## config.mk

```make
export PLATFORM = sky130hd
export DESIGN_NAME = harness_scanner
export DESIGN_NICKNAME = d
export VERILOG_FILES = /design/src/rtl/harness_scan_pkg.sv /design/src/rtl/hs_tick_gen.sv /design/src/rtl/hs_drive_chain.sv /design/src/rtl/hs_rx_chain.sv /design/src/rtl/hs_expect_store.sv /design/src/rtl/harness_scanner.sv
export SDC_FILE = /design/constraint.sdc
export NUM_CORES = 1
export LEC_CHECK = 0
export BUFFER_PORTS_ARGS = -buffer_cell sky130_fd_sc_hd__buf_2
export CORE_MARGIN = 2
export CORE_UTILIZATION = 35
export DETAILED_ROUTE_END_ITERATION = 8
export PLACE_DENSITY = 0.51
export SLEW_MARGIN = 20
export SYNTH_ARGS = -nofsm -noshare
export SYNTH_HDL_FRONTEND = slang
export SYNTH_HIERARCHICAL = 1
export SYNTH_SLANG_ARGS = --single-unit
```

## constraint.sdc

```tcl
create_clock -name clk -period 2.6 [get_ports clk]
set_input_delay 0.13 -clock clk [delete_from_list [all_inputs] [get_ports clk]]
set_output_delay 0.13 -clock clk [all_outputs]
set_load 0.01 [all_outputs]
```

## src/rtl/harness_scan_pkg.sv

```systemverilog
package harness_scan_pkg;

    typedef enum logic [2:0] {
        ST_IDLE,
        ST_SETTLE,
        ST_LOAD,
        ST_SHIFT,
        ST_CHECK
    } scan_state_e;

endpackage

```

## src/rtl/hs_tick_gen.sv

```systemverilog
// Clock-enable divider: one tick every DIV clocks, restarted by clear.
module hs_tick_gen #(
    parameter int unsigned DIV = 800,
    localparam int unsigned CW = (DIV > 1) ? $clog2(DIV) : 1
) (
    input  logic clk,
    input  logic rst,
    input  logic clear,
    output logic tick
);

    logic [CW-1:0] cnt_d, cnt_q;

    always_comb begin
        tick  = !clear && (cnt_q == CW'(DIV - 1));
        cnt_d = cnt_q + CW'(1);
        if (clear || tick) begin
            cnt_d = '0;
        end
    end

    always_ff @(posedge clk) begin
        if (rst) begin
            cnt_q <= '0;
        end else begin
            cnt_q <= cnt_d;
        end
    end

endmodule

```

## src/rtl/hs_drive_chain.sv

```systemverilog
// Serial-in parallel-out chain holding the walking enable.
module hs_drive_chain #(
    parameter int unsigned N = 8
) (
    input  logic         clk,
    input  logic         rst,
    input  logic         clear,
    input  logic         shift,
    input  logic         sin,
    output logic [N-1:0] q
);

    logic [N-1:0] q_d, q_q;
    logic [N:0]   grown;

    always_comb begin
        grown = {q_q, sin};
        q_d   = q_q;
        if (clear) begin
            q_d = '0;
        end else if (shift) begin
            q_d = grown[N-1:0];
        end
    end

    always_ff @(posedge clk) begin
        if (rst) begin
            q_q <= '0;
        end else begin
            q_q <= q_d;
        end
    end

    assign q = q_q;

endmodule

```

## src/rtl/hs_rx_chain.sv

```systemverilog
// Parallel-in serial-out chain: load the receive pins, shift out MSB first.
module hs_rx_chain #(
    parameter int unsigned N = 8
) (
    input  logic         clk,
    input  logic         rst,
    input  logic         load,
    input  logic         shift,
    input  logic [N-1:0] par_in,
    output logic         sout
);

    logic [N-1:0] q_d, q_q;
    logic [N:0]   grown;

    always_comb begin
        grown = {q_q, 1'b0};
        q_d   = q_q;
        if (load) begin
            q_d = par_in;
        end else if (shift) begin
            q_d = grown[N-1:0];
        end
    end

    always_ff @(posedge clk) begin
        if (rst) begin
            q_q <= '0;
        end else begin
            q_q <= q_d;
        end
    end

    assign sout = q_q[N-1];

endmodule

```

## src/rtl/hs_expect_store.sv

```systemverilog
// One expected far-end pattern per drive wire.
module hs_expect_store #(
    parameter int unsigned N = 8,
    localparam int unsigned SW = (N > 1) ? $clog2(N) : 1
) (
    input  logic          clk,
    input  logic          rst,
    input  logic          wr_en,
    input  logic [SW-1:0] wr_addr,
    input  logic [N-1:0]  wr_data,
    input  logic [SW-1:0] rd_idx,
    output logic [N-1:0]  rd_data
);

    logic [N-1:0] row_q [N];

    for (genvar r = 0; r < N; r++) begin : g_row
        logic [N-1:0] row_d;

        always_comb begin
            row_d = row_q[r];
            if (wr_en && (wr_addr == SW'(r))) begin
                row_d = wr_data;
            end
        end

        always_ff @(posedge clk) begin
            if (rst) begin
                row_q[r] <= '0;
            end else begin
                row_q[r] <= row_d;
            end
        end
    end

    always_comb begin
        rd_data = '0;
        for (int r = 0; r < N; r++) begin
            if (rd_idx == SW'(r)) begin
                rd_data = row_q[r];
            end
        end
    end

endmodule

```

## src/rtl/harness_scanner.sv

```systemverilog
module harness_scanner
    import harness_scan_pkg::*;
#(
    parameter int unsigned N        = 8,
    parameter int unsigned DIV      = 800,
    parameter int unsigned SETTLE_W = 8,
    localparam int unsigned SW = (N > 1) ? $clog2(N) : 1
) (
    input  logic                clk,
    input  logic                rst,
    input  logic                start,
    input  logic [SETTLE_W-1:0] settle_periods,
    input  logic                exp_wr_en,
    input  logic [SW-1:0]       exp_wr_addr,
    input  logic [N-1:0]        exp_wr_data,
    input  logic [N-1:0]        rx_in,
    output logic [N-1:0]        drive_en,
    output logic                busy,
    output logic                done,
    output logic                error,
    output logic [SW-1:0]       fail_step,
    output logic [N-1:0]        fail_pattern
);

    localparam logic [SW-1:0] LAST_IDX = SW'(N - 1);

    typedef struct packed {
        scan_state_e         state;
        logic [SW-1:0]       step;
        logic [SETTLE_W-1:0] settle;
        logic [SW-1:0]       bits;
        logic [N-1:0]        cap;
        logic                done;
        logic                error;
        logic [SW-1:0]       fail_step;
        logic [N-1:0]        fail_pat;
    } ctrl_t;

    ctrl_t        c_d, c_q;
    logic         tick;
    logic         div_clear;
    logic         drv_clear, drv_shift, drv_sin;
    logic         rx_load, rx_shift, rx_sout;
    logic [N-1:0] exp_row;
    logic [N:0]   cap_grown;

    hs_tick_gen #(.DIV(DIV)) u_tick (
        .clk   (clk),
        .rst   (rst),
        .clear (div_clear),
        .tick  (tick)
    );

    hs_drive_chain #(.N(N)) u_drive (
        .clk   (clk),
        .rst   (rst),
        .clear (drv_clear),
        .shift (drv_shift),
        .sin   (drv_sin),
        .q     (drive_en)
    );

    hs_rx_chain #(.N(N)) u_rx (
        .clk    (clk),
        .rst    (rst),
        .load   (rx_load),
        .shift  (rx_shift),
        .par_in (rx_in),
        .sout   (rx_sout)
    );

    hs_expect_store #(.N(N)) u_expect (
        .clk     (clk),
        .rst     (rst),
        .wr_en   (exp_wr_en),
        .wr_addr (exp_wr_addr),
        .wr_data (exp_wr_data),
        .rd_idx  (c_q.step),
        .rd_data (exp_row)
    );

    always_comb begin
        c_d       = c_q;
        div_clear = (c_q.state == ST_IDLE) || (c_q.state == ST_CHECK);
        drv_clear = 1'b0;
        drv_shift = 1'b0;
        drv_sin   = 1'b0;
        rx_load   = 1'b0;
        rx_shift  = 1'b0;
        cap_grown = {c_q.cap, rx_sout};

        unique case (c_q.state)
            ST_IDLE: begin
                if (start) begin
                    c_d.state     = ST_SETTLE;
                    c_d.step      = '0;
                    c_d.settle    = settle_periods;
                    c_d.done      = 1'b0;
                    c_d.error     = 1'b0;
                    c_d.fail_step = '0;
                    c_d.fail_pat  = '0;
                    drv_shift     = 1'b1;
                    drv_sin       = 1'b1;
                end
            end
            ST_SETTLE: begin
                if (tick) begin
                    if (c_q.settle == '0) begin
                        c_d.state = ST_LOAD;
                    end else begin
                        c_d.settle = c_q.settle - SETTLE_W'(1);
                    end
                end
            end
            ST_LOAD: begin
                if (tick) begin
                    rx_load   = 1'b1;
                    c_d.bits  = '0;
                    c_d.state = ST_SHIFT;
                end
            end
            ST_SHIFT: begin
                if (tick) begin
                    rx_shift = 1'b1;
                    c_d.cap  = cap_grown[N-1:0];
                    if (c_q.bits == LAST_IDX) begin
                        c_d.state = ST_CHECK;
                    end else begin
                        c_d.bits = c_q.bits + SW'(1);
                    end
                end
            end
            ST_CHECK: begin
                if (c_q.cap != exp_row) begin
                    c_d.state     = ST_IDLE;
                    c_d.done      = 1'b1;
                    c_d.error     = 1'b1;
                    c_d.fail_step = c_q.step;
                    c_d.fail_pat  = c_q.cap;
                    drv_clear     = 1'b1;
                end else if (c_q.step == LAST_IDX) begin
                    c_d.state = ST_IDLE;
                    c_d.done  = 1'b1;
                    drv_clear = 1'b1;
                end else begin
                    c_d.state  = ST_SETTLE;
                    c_d.step   = c_q.step + SW'(1);
                    c_d.settle = settle_periods;
                    drv_shift  = 1'b1;
                end
            end
            default: begin
                c_d.state = ST_IDLE;
                drv_clear = 1'b1;
            end
        endcase
    end

    always_ff @(posedge clk) begin
        if (rst) begin
            c_q <= '{state: ST_IDLE, default: '0};
        end else begin
            c_q <= c_d;
        end
    end

    assign busy         = (c_q.state != ST_IDLE);
    assign done         = c_q.done;
    assign error        = c_q.error;
    assign fail_step    = c_q.fail_step;
    assign fail_pattern = c_q.fail_pat;

endmodule

```

==> flow_summary.json, run 1 <==
{
  "gr-total-overflow": 0,
  "io_pins": 53,
  "worst_slack_ns": 0.0236,
  "finalHoldViolations": 0,
  "cts.sinks": 128,
  "endpoint_kind": "register",
  "nNetsFinal": 786,
  "drt_iter0_drc": 329,
  "port_buffers": 52,
  "ys_seq_area_share_pct": 42.4,
  "vias": 5029,
  "netlist_area_mm2": 0.00604,
  "first_global_vias": 4724,
  "leakagePower_nw": 2.60,
  "async_reset_ff_share_pct": 0,
  "tightest_slew_ns": 0.832,
  "power_density_mw_per_mm2": 734,
  "routed_wl_mm": 15.2,
  "clkLatencyLatePin_ns": 0.41,
  "irDropWorstVdd_v": 0.000449,
  "drive_gt1_share_pct": 23.3,
  "cp_max_fo": 8,
  "rsz0062_at_grt": "true",
  "vias_per_cell": 5.11,
  "coreArea_mm2": 0.0171,
  "max_freq_mhz": 388,
  "fin_crit_sh_pct": 99.1,
  "max-slew-margin-rel_pct": 44.4,
  "clock_skew_ns": 0.0117,
  "antenna_found_initial": 0,
  "ys_seq_elements": 128,
  "place_hpwl_mm": 10.5,
  "path_class": "reg2reg",
  "grt_usage_pct": 17.3,
  "start_util_pct": 35.3,
  "start_kind": "register",
  "synth_nets": 734,
  "tritoncts": "built",
  "die_y_um": 135,
  "synth-edff-count": 0,
  "cp_data_required_time_ns": 2.90,
  "dp_cells": 943,
  "slew_viol_final": 0,
  "synth_flop_cell": "dfxtp_1",
  "wire_per_inst_um": 15.4,
  "root_buffer": "clkbuf_16",
  "clk_pin_slew_ns": 0.06,
  "period_needed_ns": 2.58,
  "dieArea_mm2": 0.0183,
  "ant_nets": 0,
  "syn_avg_cell_area_um2": 8.68,
  "setup_viol": 0,
  "drc_errors": 0,
  "cts_made_buffers": 17,
  "die_w_um": 135,
  "yosysWarnings": 6,
  "gp_congestion": 0.813,
  "grt_pass1_wl_mm": 24.7,
  "cp_data_arrival_time_ns": 2.88,
  "maxCapViolCount": 0,
  "fillers": 1710,
  "cts_max_path_buffers": 2,
  "grt_max_degree": 60,
  "layout.cells.non_filler": 985,
  "rows": 48,
  "area.growth.synth_to_final_pct": 21.3,
  "syn_inst": 696,
  "pre_cts_ws_ns": -0.148,
  "n_antenna_cell": 0,
  "cts_max_level": 4,
  "hold_class": "in2reg",
  "outcome": "complete, no violations",
  "ys_types": 64,
  "drt_first_pass_iters": 4
}
==> stage by stage <==
stage | TNS (ns) | hold slack, ns | util [%] | cell area [um2] | total power [mW]
after floorplan | 0 | 0.207 | - | 6080 | 2.91
after global placement | -0.757 | 0.408 | 38.0 | 6510 | 3.09
after detailed placement | -1.82 | 0.412 | 38.0 | 6510 | 3.12
after CTS | 0 | 0.00702 | 42.1 | 7200 | 5.44
after global routing | -0.991 | 0.0240 | 42.8 | 7330 | 5.65
final | 0 | 0.0237 | 42.8 | 7330 | 5.38
==> state kept, by name, summed over array words and instances, names as in the netlist <==
name and flops:
u_expect/row_q 64, c_q 25, u_tick/cnt_q 10, fail_pattern 8
u_drive/q 8, u_rx/q_q 8, fail_step 3, done 1
error 1
==> placed cells by master (no fill, tap or decap), drive strengths merged, types with 11 or more instances in the layout <==
master  instances
xnor2          12
clkbuf         20
buf            84
nand2         163
inv            11
dfxtp         128
nand3          25
nor2           44
nor2b          13
mux4           14
mux2i          25
o21ai          13
a21oi          99
==> worst max-delay path, stage by stage (launching register included) <==
cell	delay [ns]
dfxtp_4	0.36
buf_8	0.14
mux4_2	0.49
mux2_4	0.32
xnor2_4	0.18
nand4_4	0.15
nor4_4	0.27
or2_4	0.26
mux2i_1	0.22
nor2_1	0.05
==> cell usage after synthesis (12+ instances only) <==
cell type	number	area, um2
a21oi_1	98	490
buf_2	16	80.1
buf_4	17	128
clkbuf_1	14	52.6
dfxtp_1	128	2560
mux2i_1	25	250
mux4_2	14	315
nand2_1	163	612
nand3_1	24	120
nor2_1	42	158
nor2b_1	12	75.1
xnor2_1	12	105
==> report_power, final <==
group / total (mW) / leakage [nW] / switching (mW) / internal [mW]
Combinational: 0.947 / 1.28 / 0.549 / 0.398
Sequential: 2.15 / 1.04 / 0.0990 / 2.05
Clock: 2.29 / 0.282 / 0.844 / 1.45
Total: 5.38 / 2.60 / 1.49 / 3.89
==> what timing repair did <==
| action | 4_1_cts | 5_1_grt |
|---|---|---|
| pin swaps | 4 | 11 |
| hold buffers | 2 | 0 |
| gates resized for setup | 11 | 13 |
| setup buffers | 3 | 8 |
| endpoints found under the hold margin | 2 | 0 |
| setup endpoints to repair | 23 | 33 |
==> path summary, 6_finish.rpt <==
check,startpoint,cells after the start,to,slack (ns)
hold / removal,rx_in[4],3,u_rx/q_q[4]$_SDFFE_PP0P_,0.02
setup / recovery,c_q[32]$_SDFFE_PP0P_,9,u_drive/q[3]$_SDFFE_PP0P_,0.02
hold reg to reg,error$_SDFFE_PP0P_,2,error$_SDFFE_PP0P_,0.45
setup reg to reg,c_q[32]$_SDFFE_PP0P_,9,u_drive/q[3]$_SDFFE_PP0P_,0.02
==> logic make-up (layout without fill, tap and decap cells) <==
group / count (synthesis) / in the layout / synth area share, %
xor gates and xnor gates: 16 / 16 / 2.32
and+or+nand+nor: 291 / 291 / 22.8
AOI/OAI and AO/OA: 145 / 145 / 14.5
adders and majority gates: 7 / 7 / 1.45
muxes: 46 / 46 / 10.7
buffers and inverters: 63 / 127 / 5.90
DFF: 128 / 128 / 42.4
==> per-layer routing <==
metal,part of all wire [%],GRT usage [%]
met1,46,23.4
met2,48,27.7
met3,5.0,3.48
met4,0.88,5.96
met5,0,0
==> cell type report <==
class | instances | area [um2] | area share (%)
Multi-Input combinational cell | 505 | 3260 | 44.5
Sequential cell | 128 | 2570 | 35.1
Timing Repair Buffer | 86 | 606 | 8.26
Clock buffer | 20 | 457 | 6.23
Tap cell | 225 | 282 | 3.84
Clock inverter | 11 | 114 | 1.55
Inverter | 10 | 37.5 | 0.512
Note: power is estimated with default switching activity, not from simulation.
==> inputs of run 2 (changes only) <==
SYNTH_HIERARCHICAL = unset   (was 1)
==> flow_summary.json, run 2 <==
{
  "port_buffers": 52,
  "outcome": "finished with violations",
  "largest_register_ffs": 64,
  "dieArea_mm2": 0.0193,
  "synth_nets": 836,
  "synth_commonest_cells": "179 x nand2_1, 128 x dfxtp_1, 80 x a21oi_1",
  "synthTopCellsByArea": "dfxtp_1 40%, nand2_1 11%, a21oi_1 6.3%",
  "layout.cells.non_filler": 1109,
  "rsz0062_at_grt": "true",
  "total_power_mw": 5.60,
  "die_y_um": 139,
  "critPathMaxStageDelay_ns": 0.40,
  "grt_usage_pct": 20.1,
  "fin_crit_sh_pct": 112,
  "root_buffer": "clkbuf_16",
  "final_common_cell": "nand2_1",
  "endpoint_kind": "register",
  "drive_gt1_share_pct": 23.3,
  "cp_data_arrival_time_ns": 3.22,
  "finalHoldViolations": 0,
  "async_reset_ff_share_pct": 0,
  "wire_per_inst_um": 17.5,
  "syn_avg_cell_area_um2": 8.02,
  "setup_viol": 33,
  "reg_top3": "u_expect.row_q: 64 flops, c_q: 25 flops, u_tick.cnt_q: 10 flops",
  "cp_data_required_time_ns": 2.91,
  "antenna_found_initial": 0,
  "worst_slack_ns": -0.304,
  "gp_congestion": 0.892,
  "ant_nets": 0,
  "ys_seq_elements": 128,
  "yosysWarnings": 0,
  "drt_iter0_drc": 326,
  "synth-edff-count": 0,
  "vias": 5879,
  "io_pins": 53,
  "ys_types": 64,
  "cts.sinks": 128,
  "synth_flop_cell": "dfxtp_1",
  "place_hpwl_mm": 13.8,
  "n_antenna_cell": 0,
  "tritoncts": "built",
  "cts_made_buffers": 17,
  "mostFrequentLayoutCells": "178 x nand2_1, 125 x dfxtp_1, 80 x a21oi_1",
  "clk_pin_slew_ns": 0.06,
  "coreArea_mm2": 0.0179,
  "clock_skew_ns": 0.00850,
  "clkLatencyLatePin_ns": 0.42,
  "max_freq_mhz": 344,
  "drc_errors": 0,
  "rows": 49,
  "critical-path-slowest-cell": "dfxtp_4",
  "period_needed_ns": 2.90,
  "netlist_area_mm2": 0.00637,
  "irDropWorstVdd_v": 0.000482,
  "start_util_pct": 35.6,
  "grt_pass1_wl_mm": 30.8,
  "fillers": 1797,
  "power_density_mw_per_mm2": 695,
  "start_kind": "register",
  "cts_max_level": 4,
  "yosysTopAreaCellShare_pct": 40.2,
  "area.growth.synth_to_final_pct": 26.6,
  "yosysMostFrequentCell": "nand2_1",
  "max-slew-margin-rel_pct": 32.4,
  "drt_first_pass_iters": 5,
  "crit_chain": "inv_4 > ha_2 > buf_12 > nor2b_1 > o311ai_2 > mux2i_1 > nor4b_4 > nand4b_4 > a21o_4 > mux2_4",
  "largest-register": "u_expect.row_q",
  "grt_max_degree": 101,
  "first_global_vias": 5756,
  "syn_inst": 794,
  "gr-total-overflow": 0,
  "ys_seq_area_share_pct": 40.2,
  "nNetsFinal": 909,
  "die_w_um": 139,
  "routed_wl_mm": 19.4,
  "path_class": "reg2reg",
  "cts_max_path_buffers": 2,
  "synth_area_leader_cell": "dfxtp_1",
  "dp_cells": 1062,
  "vias_per_cell": 5.30,
  "violations": "setup timing",
  "cp_max_fo": 15,
  "hold_class": "in2reg",
  "tightest_slew_ns": 1.01,
  "slew_viol_final": 0,
  "maxCapViolCount": 0,
  "leakagePower_nw": 3.07
}
==> run 2: cell types whose count changed in the layout (fill, tap and decap cells not counted), moves of 7 or more <==
cell,change
a21oi_1,-16
nor2_1,+12
a221oi_2,+9
nand2b_1,+9
a32o_1,+7
nand3_1,+10
nand3b_1,+7
buf_4,+29
mux2i_1,+11
mux4_2,-14
buf_6,+7
nand2_1,+15
==> run 2: path summary, 6_finish.rpt <==
check,from,to,slack (ns),depth (start not counted)
max,c_q[32]$_SDFFE_PP0P_,c_q[25]$_SDFFE_PP0P_,-0.30,10
min reg2reg,error$_SDFFE_PP0P_,error$_SDFFE_PP0P_,0.45,2
max reg2reg,c_q[32]$_SDFFE_PP0P_,c_q[25]$_SDFFE_PP0P_,-0.30,10
min,rx_in[5],u_rx.q_q[5]$_SDFFE_PP0P_,0.05,3
==> run 2: layout make-up <==
type | count | area (um2) | area share, %
Clock buffer | 19 | 443 | 5.49
Timing Repair Buffer | 121 | 895 | 11.1
Inverter | 19 | 76.3 | 0.947
Tap cell | 229 | 287 | 3.55
Clock inverter | 13 | 130 | 1.61
Multi-Input combinational cell | 580 | 3660 | 45.4
Sequential cell | 128 | 2570 | 31.9
==> run 2: where the power goes <==
group	leakage [nW]	internal [mW]	total (mW)	switching (mW)
logic	1.77	0.449	1.12	0.675
registers	1.04	2.06	2.17	0.107
clock network	0.267	1.36	2.31	0.956
==> run 2: through the flow <==
stage / utilization (%) / hold slack, ns / setup slack (ns) / TNS [ns] / area, um2
finish: 45.0 / 0.0477 / -0.304 / -6.32 / 8060
global route: 45.0 / 0.0515 / -0.418 / -10.87 / 8060
CTS: 44.5 / 0.0359 / -0.324 / -6.41 / 7960
detailed placement: 40.0 / 0.407 / -0.398 / -7.48 / 7150
global placement: 40.0 / 0.406 / -0.388 / -6.77 / 7150
floorplan: - / 0.295 / -0.0132 / -0.0132 / 6500
==> run 2: per-layer routing <==
layer  up-vias  track usage (%)  wire, um
li1       2902                -         -
met5         -                0         0
met3        38             4.18       768
met1      2805             24.9      8770
met2       134             33.9      9390
met4         0             8.72       514
==> run 2: timing repair <==
action / CTS / global route
gates cloned: 1 / 1
endpoints found under the hold margin: 1 / 0
setup buffers: 10 / 2
pin swaps: 3 / 8
endpoints found under the setup margin: 33 / 33
hold buffers: 1 / 0
resized for setup: 27 / 16
==> run 2: critical path: cells and delay by family (launching register included) <==
kind | cells | cell delay (ns)
buf+inv | 2 | 0.23
compound gates | 2 | 0.68
flops | 1 | 0.40
simple gates | 3 | 0.77
fa+ha+maj | 1 | 0.23
mux | 2 | 0.48
==> run 2: logic make-up (layout without fill, tap and decap cells) <==
logic type / Yosys count / count (layout) / synth area share, %
buf+inv: 86 / 172 / 6.25
flops: 128 / 128 / 40.2
fa+ha+maj: 11 / 11 / 2.16
compound gates: 172 / 172 / 18.3
mux: 38 / 38 / 6.05
xor+xnor: 14 / 14 / 1.93
simple gates: 345 / 345 / 25.1
==> inputs of run 3 (changes only) <==
TNS_END_PERCENT = 10   (was unset)
==> flow_summary.json, run 3 (synthesis gave the netlist of run 2 again) <==
{
  "outcome": "finished with violations",
  "violations": "setup timing",
  "finalHoldViolations": 0,
  "final_common_cell": "nand2_1",
  "worstReg2RegStart": "c_q[33]$_SDFFE_PP0P_",
  "nNetsFinal": 906,
  "rsz0062_at_grt": "true",
  "cp_num_buf_inv": 3,
  "timing.setup.tns_ns": -6.31,
  "vias": 5868,
  "hold_path_end": "u_rx.q_q[5]$_SDFFE_PP0P_",
  "irDropWorstVdd_v": 0.000483,
  "fin_crit_sh_pct": 113,
  "period_needed_ns": 2.93,
  "endpoint_kind": "register",
  "max-slew-margin-rel_pct": 31.2,
  "n_antenna_cell": 0,
  "tritoncts": "built",
  "fillers": 1795,
  "multi_input_area_mm2": 0.00364,
  "cp_data_arrival_time_ns": 3.24,
  "grt_pass1_wl_mm": 30.4,
  "register_area_mm2": 0.00257,
  "grt_max_degree": 101,
  "clk_pin_slew_ns": 0.06,
  "routed_wl_mm": 19.4,
  "die_y_um": 139,
  "start_util_pct": 35.6,
  "cp_top_family": "compound AO/OA/AOI/OAI gates",
  "place_hpwl_mm": 13.8,
  "crit_chain": "inv_4 > ha_4 > buf_4 > buf_4 > a221oi_4 > a211oi_2 > a2111oi_4 > nor4b_4 > nand4b_4 > a21o_4 > mux2_4",
  "reg2reg_depth": 11,
  "cts_made_buffers": 17,
  "critPathMaxStageDelay_ns": 0.37,
  "r2r_setup_slack_ns": -0.33,
  "hp-start": "rx_in[5]",
  "power_density_mw_per_mm2": 701,
  "gp_congestion": 0.892,
  "cts_max_level": 4,
  "die_w_um": 139,
  "maxCapViolCount": 0,
  "grt_usage_pct": 19.9,
  "port_buffers": 52,
  "wire_per_inst_um": 17.5,
  "largest_register_ffs": 64,
  "reg_top3": "u_expect.row_q: 64 flops, c_q: 25 flops, u_tick.cnt_q: 10 flops",
  "slew_viol_final": 0,
  "rows": 49,
  "vias_per_cell": 5.31,
  "worst_slack_ns": -0.332,
  "placed_area_mm2": 0.00715,
  "largest-register": "u_expect.row_q",
  "dieArea_mm2": 0.0193,
  "leakagePower_nw": 3.05,
  "stdcell_area_mm2": 0.00802,
  "whs_path_depth": 3,
  "r2r-end": "c_q[25]$_SDFFE_PP0P_",
  "antenna_found_initial": 0,
  "drive_gt1_share_pct": 23.0,
  "root_buffer": "clkbuf_16",
  "critical-path-slowest-cell": "dfxtp_4",
  "cp_max_fo": 8,
  "hold_class": "in2reg",
  "gr-total-overflow": 0,
  "cts.sinks": 128,
  "cp_data_required_time_ns": 2.91,
  "ant_nets": 0,
  "max_freq_mhz": 341,
  "mostFrequentLayoutCells": "179 x nand2_1, 125 x dfxtp_1, 80 x a21oi_1",
  "clkLatencyLatePin_ns": 0.43,
  "drt_iter0_drc": 340,
  "cts_max_path_buffers": 2,
  "start_kind": "register",
  "path_class": "reg2reg",
  "first_global_vias": 5675,
  "tightest_slew_ns": 1.03,
  "setup_viol": 33,
  "coreArea_mm2": 0.0179,
  "io_pins": 53,
  "drt_first_pass_iters": 5,
  "area.growth.synth_to_final_pct": 25.8,
  "clock_skew_ns": 0.00919,
  "cp_common_cell": "buf_4",
  "drc_errors": 0,
  "startpoint": "c_q[33]$_SDFFE_PP0P_"
}
run 3: through the flow:
step | hold slack [ns] | util, % | worst slack (ns) | total power [mW] | std cells
after global routing | 0.0515 | 44.8 | -0.462 | 5.89 | 1106
after CTS | 0.0359 | 43.6 | -0.332 | 5.62 | 1098
final | 0.0472 | 44.8 | -0.332 | 5.62 | 1106
after detailed placement | 0.407 | 40.0 | -0.398 | 3.28 | 1062
after global placement | 0.406 | 40.0 | -0.388 | 3.26 | 1062
after floorplan | 0.295 | - | -0.0132 | 2.95 | 794
run 3: worst max path at each step:
| stage | end | slack [ns] | cells after the start |
|---|---|---|---|
| after floorplan | c_q[25]$_SDFFE_PP0P_ | -0.01 | 12 |
| after global placement | c_q[35]$_SDFFE_PP0P_ | -0.39 | 12 |
| after detailed placement | c_q[25]$_SDFFE_PP0P_ | -0.40 | 10 |
| after CTS | c_q[25]$_SDFFE_PP0P_ | -0.33 | 9 |
| after global routing | c_q[25]$_SDFFE_PP0P_ | -0.46 | 11 |
| final | c_q[25]$_SDFFE_PP0P_ | -0.33 | 11 |
run 3: routing by layer:
metal	wire length, um	share of wire [%]	GRT usage (%)
met2	9430	49	33.5
met3	692	3.6	4.11
met1	8760	45	25.0
met5	0	0	0
met4	473	2.4	8.03
run 3: tightest hold or removal path: stages:
cell	delay, ns
buf_2	0.10
mux2i_1	0.12
a211oi_1	0.08
run 3: area by class of cell:
cell class,instances,share of cell area (%)
Tap cell,229,3.57
Clock buffer,19,5.53
Clock inverter,13,1.62
Inverter,19,0.952
Timing Repair Buffer,118,10.7
Sequential cell,128,32.1
Multi-Input combinational cell,580,45.5
run 3: power by group:
group          leakage (nW)  internal, mW  switching (mW)  total (mW)
clock                 0.267          1.36           0.961        2.32
combinational          1.74         0.454           0.680        1.13
sequential             1.04          2.06           0.107        2.17
total                  3.05          3.87            1.75        5.62
run 3: timing repair:
action,4_1_cts,5_1_grt
endpoints found under the hold margin,1,0
pin swaps,3,23
resized for setup,7,30
hold buffers,1,0
gates cloned,0,1
buffers inserted,3,7
endpoints found under the setup margin,33,33
